### config.mk
export PLATFORM = sky130hd
export DESIGN_NAME = sdram_cke_ctrl
export DESIGN_NICKNAME = d
export VERILOG_FILES = /design/src/rtl/sdram_cke_pkg.sv /design/src/rtl/sdram_cmd_decode.sv /design/src/rtl/sdram_burst_ctr.sv /design/src/rtl/sdram_cke_ctrl.sv
export SDC_FILE = /design/constraint.sdc
export NUM_CORES = 1
export LEC_CHECK = 0
export BUFFER_PORTS_ARGS = -buffer_cell sky130_fd_sc_hd__buf_2
export CAP_MARGIN = 20
export CORE_MARGIN = 4
export CORE_UTILIZATION = 45
export CTS_CLUSTER_SIZE = 40
export DETAILED_ROUTE_END_ITERATION = 10
export GPL_ROUTABILITY_DRIVEN = 0
export PLACE_DENSITY_LB_ADDON = 0.25
export SLEW_MARGIN = 20
export SYNTH_ARGS = -nofsm -noshare
export SYNTH_HDL_FRONTEND = slang
export SYNTH_SLANG_ARGS = --single-unit
### constraint.sdc
create_clock -name clk -period 1.95 [get_ports clk]
set_input_delay 0.0975 -clock clk [delete_from_list [all_inputs] [get_ports clk]]
set_output_delay 0.0975 -clock clk [all_outputs]
set_load 0.02 [all_outputs]
### src/rtl/sdram_cke_pkg.sv
package sdram_cke_pkg;
    typedef enum logic [1:0] {
        MODE_RUN  = 2'd0,
        MODE_PD   = 2'd1,
        MODE_DPD  = 2'd2,
        MODE_SUSP = 2'd3
    } pwr_mode_e;

    localparam logic [3:0] CODE_NOP  = 4'b0111;
    localparam logic [3:0] CODE_LMR  = 4'b0000;
    localparam logic [3:0] CODE_REF  = 4'b0001;
    localparam logic [3:0] CODE_PRE  = 4'b0010;
    localparam logic [3:0] CODE_DPD  = 4'b0110;
endpackage

### src/rtl/sdram_cmd_decode.sv
module sdram_cmd_decode
    import sdram_cke_pkg::*;
(
    input  logic       cs_n,
    input  logic       ras_n,
    input  logic       cas_n,
    input  logic       we_n,
    output logic [3:0] code,
    output logic       is_idle_cmd,
    output logic       is_rw,
    output logic       is_lmr,
    output logic       is_dpd,
    output logic       init_ok
);
    always_comb begin
        code        = {cs_n, ras_n, cas_n, we_n};
        is_idle_cmd = cs_n || (code == CODE_NOP);
        is_rw       = !cs_n && (code[2:1] == 2'b10);
        is_lmr      = (code == CODE_LMR);
        is_dpd      = (code == CODE_DPD);
        init_ok     = is_idle_cmd || is_lmr || (code == CODE_PRE) || (code == CODE_REF);
    end
endmodule

### src/rtl/sdram_burst_ctr.sv
module sdram_burst_ctr #(
    parameter int BURST_LEN = 4,
    parameter int CW        = 2
) (
    input  logic          clk,
    input  logic          rst_n,
    input  logic          tick,
    input  logic          start,
    output logic          active,
    output logic [CW-1:0] cnt,
    output logic          last
);
    typedef struct packed {
        logic          active;
        logic [CW-1:0] cnt;
    } ctr_t;

    ctr_t ctr_d, ctr_q;

    always_comb begin
        ctr_d = ctr_q;
        last  = ctr_q.active && (ctr_q.cnt == CW'(BURST_LEN - 1));
        if (start) begin
            ctr_d.active = 1'b1;
            ctr_d.cnt    = '0;
        end else if (tick && ctr_q.active) begin
            if (last) begin
                ctr_d.active = 1'b0;
                ctr_d.cnt    = '0;
            end else begin
                ctr_d.cnt = ctr_q.cnt + 1'b1;
            end
        end
    end

    always_ff @(posedge clk or negedge rst_n) begin
        if (!rst_n) ctr_q <= '0;
        else        ctr_q <= ctr_d;
    end

    assign active = ctr_q.active;
    assign cnt    = ctr_q.cnt;
endmodule

### src/rtl/sdram_cke_ctrl.sv
module sdram_cke_ctrl
    import sdram_cke_pkg::*;
#(
    parameter int BURST_LEN = 4,
    parameter int CKE_SETUP = 1,
    localparam int CW = (BURST_LEN > 1) ? $clog2(BURST_LEN) : 1,
    localparam int XW = $clog2(CKE_SETUP + 1)
) (
    input  logic          clk,
    input  logic          rst_n,
    input  logic          cke,
    input  logic          cs_n,
    input  logic          ras_n,
    input  logic          cas_n,
    input  logic          we_n,
    input  logic          all_idle,
    output logic [1:0]    mode,
    output logic          int_clk_en,
    output logic          dq_hold,
    output logic          burst_active,
    output logic [CW-1:0] burst_cnt,
    output logic          acc_valid,
    output logic [3:0]    acc_cmd,
    output logic          init_req,
    output logic          err
);
    typedef struct packed {
        pwr_mode_e     mode;
        logic          cke;
        logic          init_req;
        logic [XW-1:0] exit_cnt;
        logic          acc_valid;
        logic [3:0]    acc_cmd;
        logic          err;
    } st_t;

    st_t st_d, st_q;

    logic [3:0] code;
    logic       is_idle_cmd, is_rw, is_lmr, is_dpd, init_ok;
    logic       tick, start, b_active, b_last, b_continue;

    sdram_cmd_decode u_dec (
        .cs_n(cs_n), .ras_n(ras_n), .cas_n(cas_n), .we_n(we_n),
        .code(code), .is_idle_cmd(is_idle_cmd), .is_rw(is_rw),
        .is_lmr(is_lmr), .is_dpd(is_dpd), .init_ok(init_ok)
    );

    sdram_burst_ctr #(.BURST_LEN(BURST_LEN), .CW(CW)) u_ctr (
        .clk(clk), .rst_n(rst_n), .tick(tick), .start(start),
        .active(b_active), .cnt(burst_cnt), .last(b_last)
    );

    always_comb begin
        st_d           = st_q;
        st_d.cke       = cke;
        st_d.acc_valid = 1'b0;
        st_d.acc_cmd   = '0;
        st_d.err       = 1'b0;
        tick           = 1'b0;
        start          = 1'b0;

        unique case (st_q.mode)
            MODE_RUN, MODE_SUSP: begin
                if (st_q.cke) begin
                    tick = 1'b1;
                    if (st_q.exit_cnt != '0)
                        st_d.exit_cnt = st_q.exit_cnt - 1'b1;
                    if (!cke && !b_active && all_idle && is_dpd) begin
                        st_d.mode = MODE_DPD;
                    end else if (!cke && !b_active && all_idle && is_idle_cmd) begin
                        st_d.mode = MODE_PD;
                    end else begin
                        if (st_q.init_req && !init_ok) begin
                            st_d.err = 1'b1;
                        end else if (st_q.exit_cnt == '0 && !is_idle_cmd) begin
                            st_d.acc_valid = 1'b1;
                            st_d.acc_cmd   = code;
                            start          = is_rw;
                            if (is_lmr) st_d.init_req = 1'b0;
                        end
                    end
                end
                if (st_d.mode == MODE_RUN || st_d.mode == MODE_SUSP)
                    st_d.mode = (!cke && b_continue) ? MODE_SUSP : MODE_RUN;
            end
            MODE_PD: begin
                if (cke) begin
                    st_d.mode     = MODE_RUN;
                    st_d.exit_cnt = XW'(CKE_SETUP);
                end
            end
            MODE_DPD: begin
                if (!is_idle_cmd) st_d.err = 1'b1;
                if (cke) begin
                    st_d.mode     = MODE_RUN;
                    st_d.init_req = 1'b1;
                end
            end
            default: st_d.mode = MODE_RUN;
        endcase
    end

    assign b_continue = start || (b_active && !(tick && b_last));

    always_ff @(posedge clk or negedge rst_n) begin
        if (!rst_n) begin
            st_q          <= '0;
            st_q.mode     <= MODE_RUN;
            st_q.cke      <= 1'b1;
            st_q.init_req <= 1'b1;
        end else begin
            st_q <= st_d;
        end
    end

    assign mode         = st_q.mode;
    assign int_clk_en   = st_q.cke && (st_q.mode == MODE_RUN || st_q.mode == MODE_SUSP);
    assign dq_hold      = (st_q.mode == MODE_SUSP);
    assign burst_active = b_active;
    assign acc_valid    = st_q.acc_valid;
    assign acc_cmd      = st_q.acc_cmd;
    assign init_req     = st_q.init_req;
    assign err          = st_q.err;
endmodule

==> results.toml <==
[cts]
cts_sinks = 14
root_buffer = "clkbuf_4"
clk_pin_slew_worst_paths_ns = 0.09
post-cts-setup-buffers = 0
cts_tree = "built"
cts_buffer_depth = 2
cts_buffers = 3
h-tree-depth = 1
clk_latency_ns = 0.28

[layout]
antenna_cells = 0
syn_to_final_growth_pct = 23.8
nets = 118
drive_gt1_share_pct = 35.2
post-route-util_pct = 58.7

[pwr]
powerDensity_nw_per_um2 = 1190
p_comb_share_pct = 48.4
swShare_pct = 40.9
pwr-share-seq_pct = 33.9
power_leakage_nw = 0.486
ir_worst_vdd_mv = 0.669
clock_power_share_pct = 17.7
p_switching_mw = 0.489
intPower_mw = 0.706

[job]
drv_cap = 0

[critical_path]
cp-start-kind = "flip-flop"
crit_arrival_ns = 2.17
end_kind = "flip-flop"
cp_max_fo = 4
critical_path_class = "reg -> reg"
required_ns = 2.16

[route]
firstDrtPassIters = 4
vias = 711
wl_per_cell_um = 13.8
via_per_inst = 5.47
drt-initial-drc-count = 9
drc = 0
antenna_left = 0
wl_mm = 1.79

[placed_design]
portBuffers = 21
dpl_worst_slack_ns = 0.00472
hpwl_mm = 1.24

[synth]
synth_fp_nets = 94
synth_flop_cell = "dfrtp_1"
async_flop_share_pct = 100
syn_avg_cell_area_sq_um = 9.87
syn-instance-count = 82
netlist_area_sq_um = 810
synth_area_leaders = "dfrtp_1 (37%), buf_4 (6.5%), dfstp_2 (6.5%), ha_1 (6.2%), a21oi_1 (5.6%)"
ys_seq_area_share_pct = 43.6
synth_warnings = 0
synth_edf_count = 0
ys_ff_latch = 14
synth_most_common_cell = "dfrtp_1"
synth_cell_types = 29
synth_top_area_cell = "dfrtp_1"
synth_commonest_cells = "dfrtp_1 (12), a21oi_1 (9), buf_4 (7), nand2_1 (7)"
synth_top_area_share_pct = 37.1

[floorplanning]
start_util_pct = 47.4
core_area_sq_um = 1710
rows = 15
io_pins = 22
die_width_um = 50.4
die_area_sq_um = 2540
die-height_um = 50.4

[sta]
tightest_slew_ns = 0.528
timing.final.hold_violations = 0
fmax_ghz = 0.508
fin_ws_ns = -0.0167
fin_crit_ns = 1.97
report.final.slew_viol_count = 0
rsz0062_at_grt = "yes"
skew_ns = 0.00559
min_period_over_period_pct = 101
setup_violations = 2
relSlewSlack_pct = 64.3

[status]
violations = "negative setup slack"
outcome = "finished, violations left"

[global_route]
grt_pass1_vias = 665
grt_max_degree = 15
antenna_found_initial = 0
grtUsageTotal_pct = 15.0
overflow = 0
grt_pass1_wl_mm = 2.88

[worst_hold_path]
hold_class = "in -> reg"
## layout make-up
class	count	area, sq um
clock buffer	4	36.3
sequential	14	353
fill	149	706
tap	25	31.3
multi-input combinational	56	408
inverter	3	11.3
timing repair buffer	28	163
## state kept, by name (all words and copies together) (netlist names)
register,count
mode,2
u_ctr.active,1
acc_valid,1
u_ctr.cnt,2
err,1
st_q,2
acc_cmd,4
init_req,1
## power groups by stage
stage | clock network, mW | logic, mW | registers [mW]
floorplan | 0 | 0.326 | 0.466
global placement | 0 | 0.520 | 0.410
detailed placement | 0 | 0.532 | 0.413
CTS | 0.214 | 0.538 | 0.407
global route | 0.229 | 0.637 | 0.419
finish | 0.211 | 0.578 | 0.406
## layer usage
metal  global-route usage, %  share of wire [%]  vias to the layer above
li1                        -                  -                      335
met1                    18.0                 41                      332
met2                    23.9                 48                       34
met3                    3.26                6.6                       10
met4                    10.3                3.5                        0
met5                       0                  0                        -
## logic make-up after synthesis
family,after synthesis,synth area share (%)
flip-flops,14,43.6
XOR/XNOR,2,2.16
other,1,0.463
AND/OR/NAND/NOR,27,19.5
buffers and inverters,12,8.96
AO/OA/AOI/OAI,19,15.5
adder cells (fa/ha/maj),4,6.18
multiplexers,3,3.71
## worst max-delay path, stage by stage (launching register included)
cell,delay (ns)
dfstp_2,0.54
or4b_4,0.46
or4b_4,0.50
o2111ai_4,0.10
nand4_1,0.13
a21oi_1,0.16
## timing repair
item                                    4_1_cts  5_1_grt
pin swaps                                     2        2
hold buffers                                  2        0
hold endpoints to repair                     15        0
endpoints found under the setup margin        1        5
gates resized for setup                       0        5
cloned                                        0        0
## cell usage in the layout (no fill, tap or decap), drive strengths merged
master	count
o21a	1
dlygate4sd3	2
a21o	1
or4b	2
nor4bb	1
conb	1
nor3	2
and4bb	1
a2111oi	2
a21oi	9
nand3b	2
ha	4
buf	26
a22oi	1
nor3b	1
xor2	1
o2111ai	1
dfstp	2
nor2	4
inv	3
and2	3
nand3	2
xnor2	1
mux2i	3
nand2	7
a31oi	4
nand4	2
clkbuf	4
dfrtp	12
## stage by stage
| stage | setup TNS, ns | instance area, sq um | cells | hold slack (ns) | power, mW |
|---|---|---|---|---|---|
| 5_1_grt | -0.112 | 1000 | 130 | 0.117 | 1.28 |
| 3_3_place_gp | 0 | 922 | 124 | 0.00827 | 0.930 |
| 4_1_cts | 0 | 978 | 130 | 0.117 | 1.16 |
| 3_5_place_dp | 0 | 922 | 124 | 0.0133 | 0.945 |
| 2_1_floorplan | -0.0156 | 813 | 82 | -0.198 | 0.793 |
| 6_report | -0.0319 | 1000 | 130 | 0.134 | 1.20 |
## worst paths after layout
kind	start	to	slack, ns	depth (start not counted)
min in group asynchronous	rst_n	mode[0]$_DFFE_PN0P_	0.24	2
worst max-delay path	st_q[8]$_DFF_PN1_	mode[0]$_DFFE_PN0P_	-0.02	5
worst max register to register	st_q[8]$_DFF_PN1_	mode[0]$_DFFE_PN0P_	-0.02	5
worst min-delay path	we_n	acc_cmd[0]$_DFF_PN0_	0.13	2
worst min register to register	u_ctr.cnt[1]$_DFFE_PN0P_	u_ctr.cnt[1]$_DFFE_PN0P_	0.56	2
max in group asynchronous	rst_n	st_q[8]$_DFF_PN1_	1.42	2
Power figures use the tool's default switching activity.
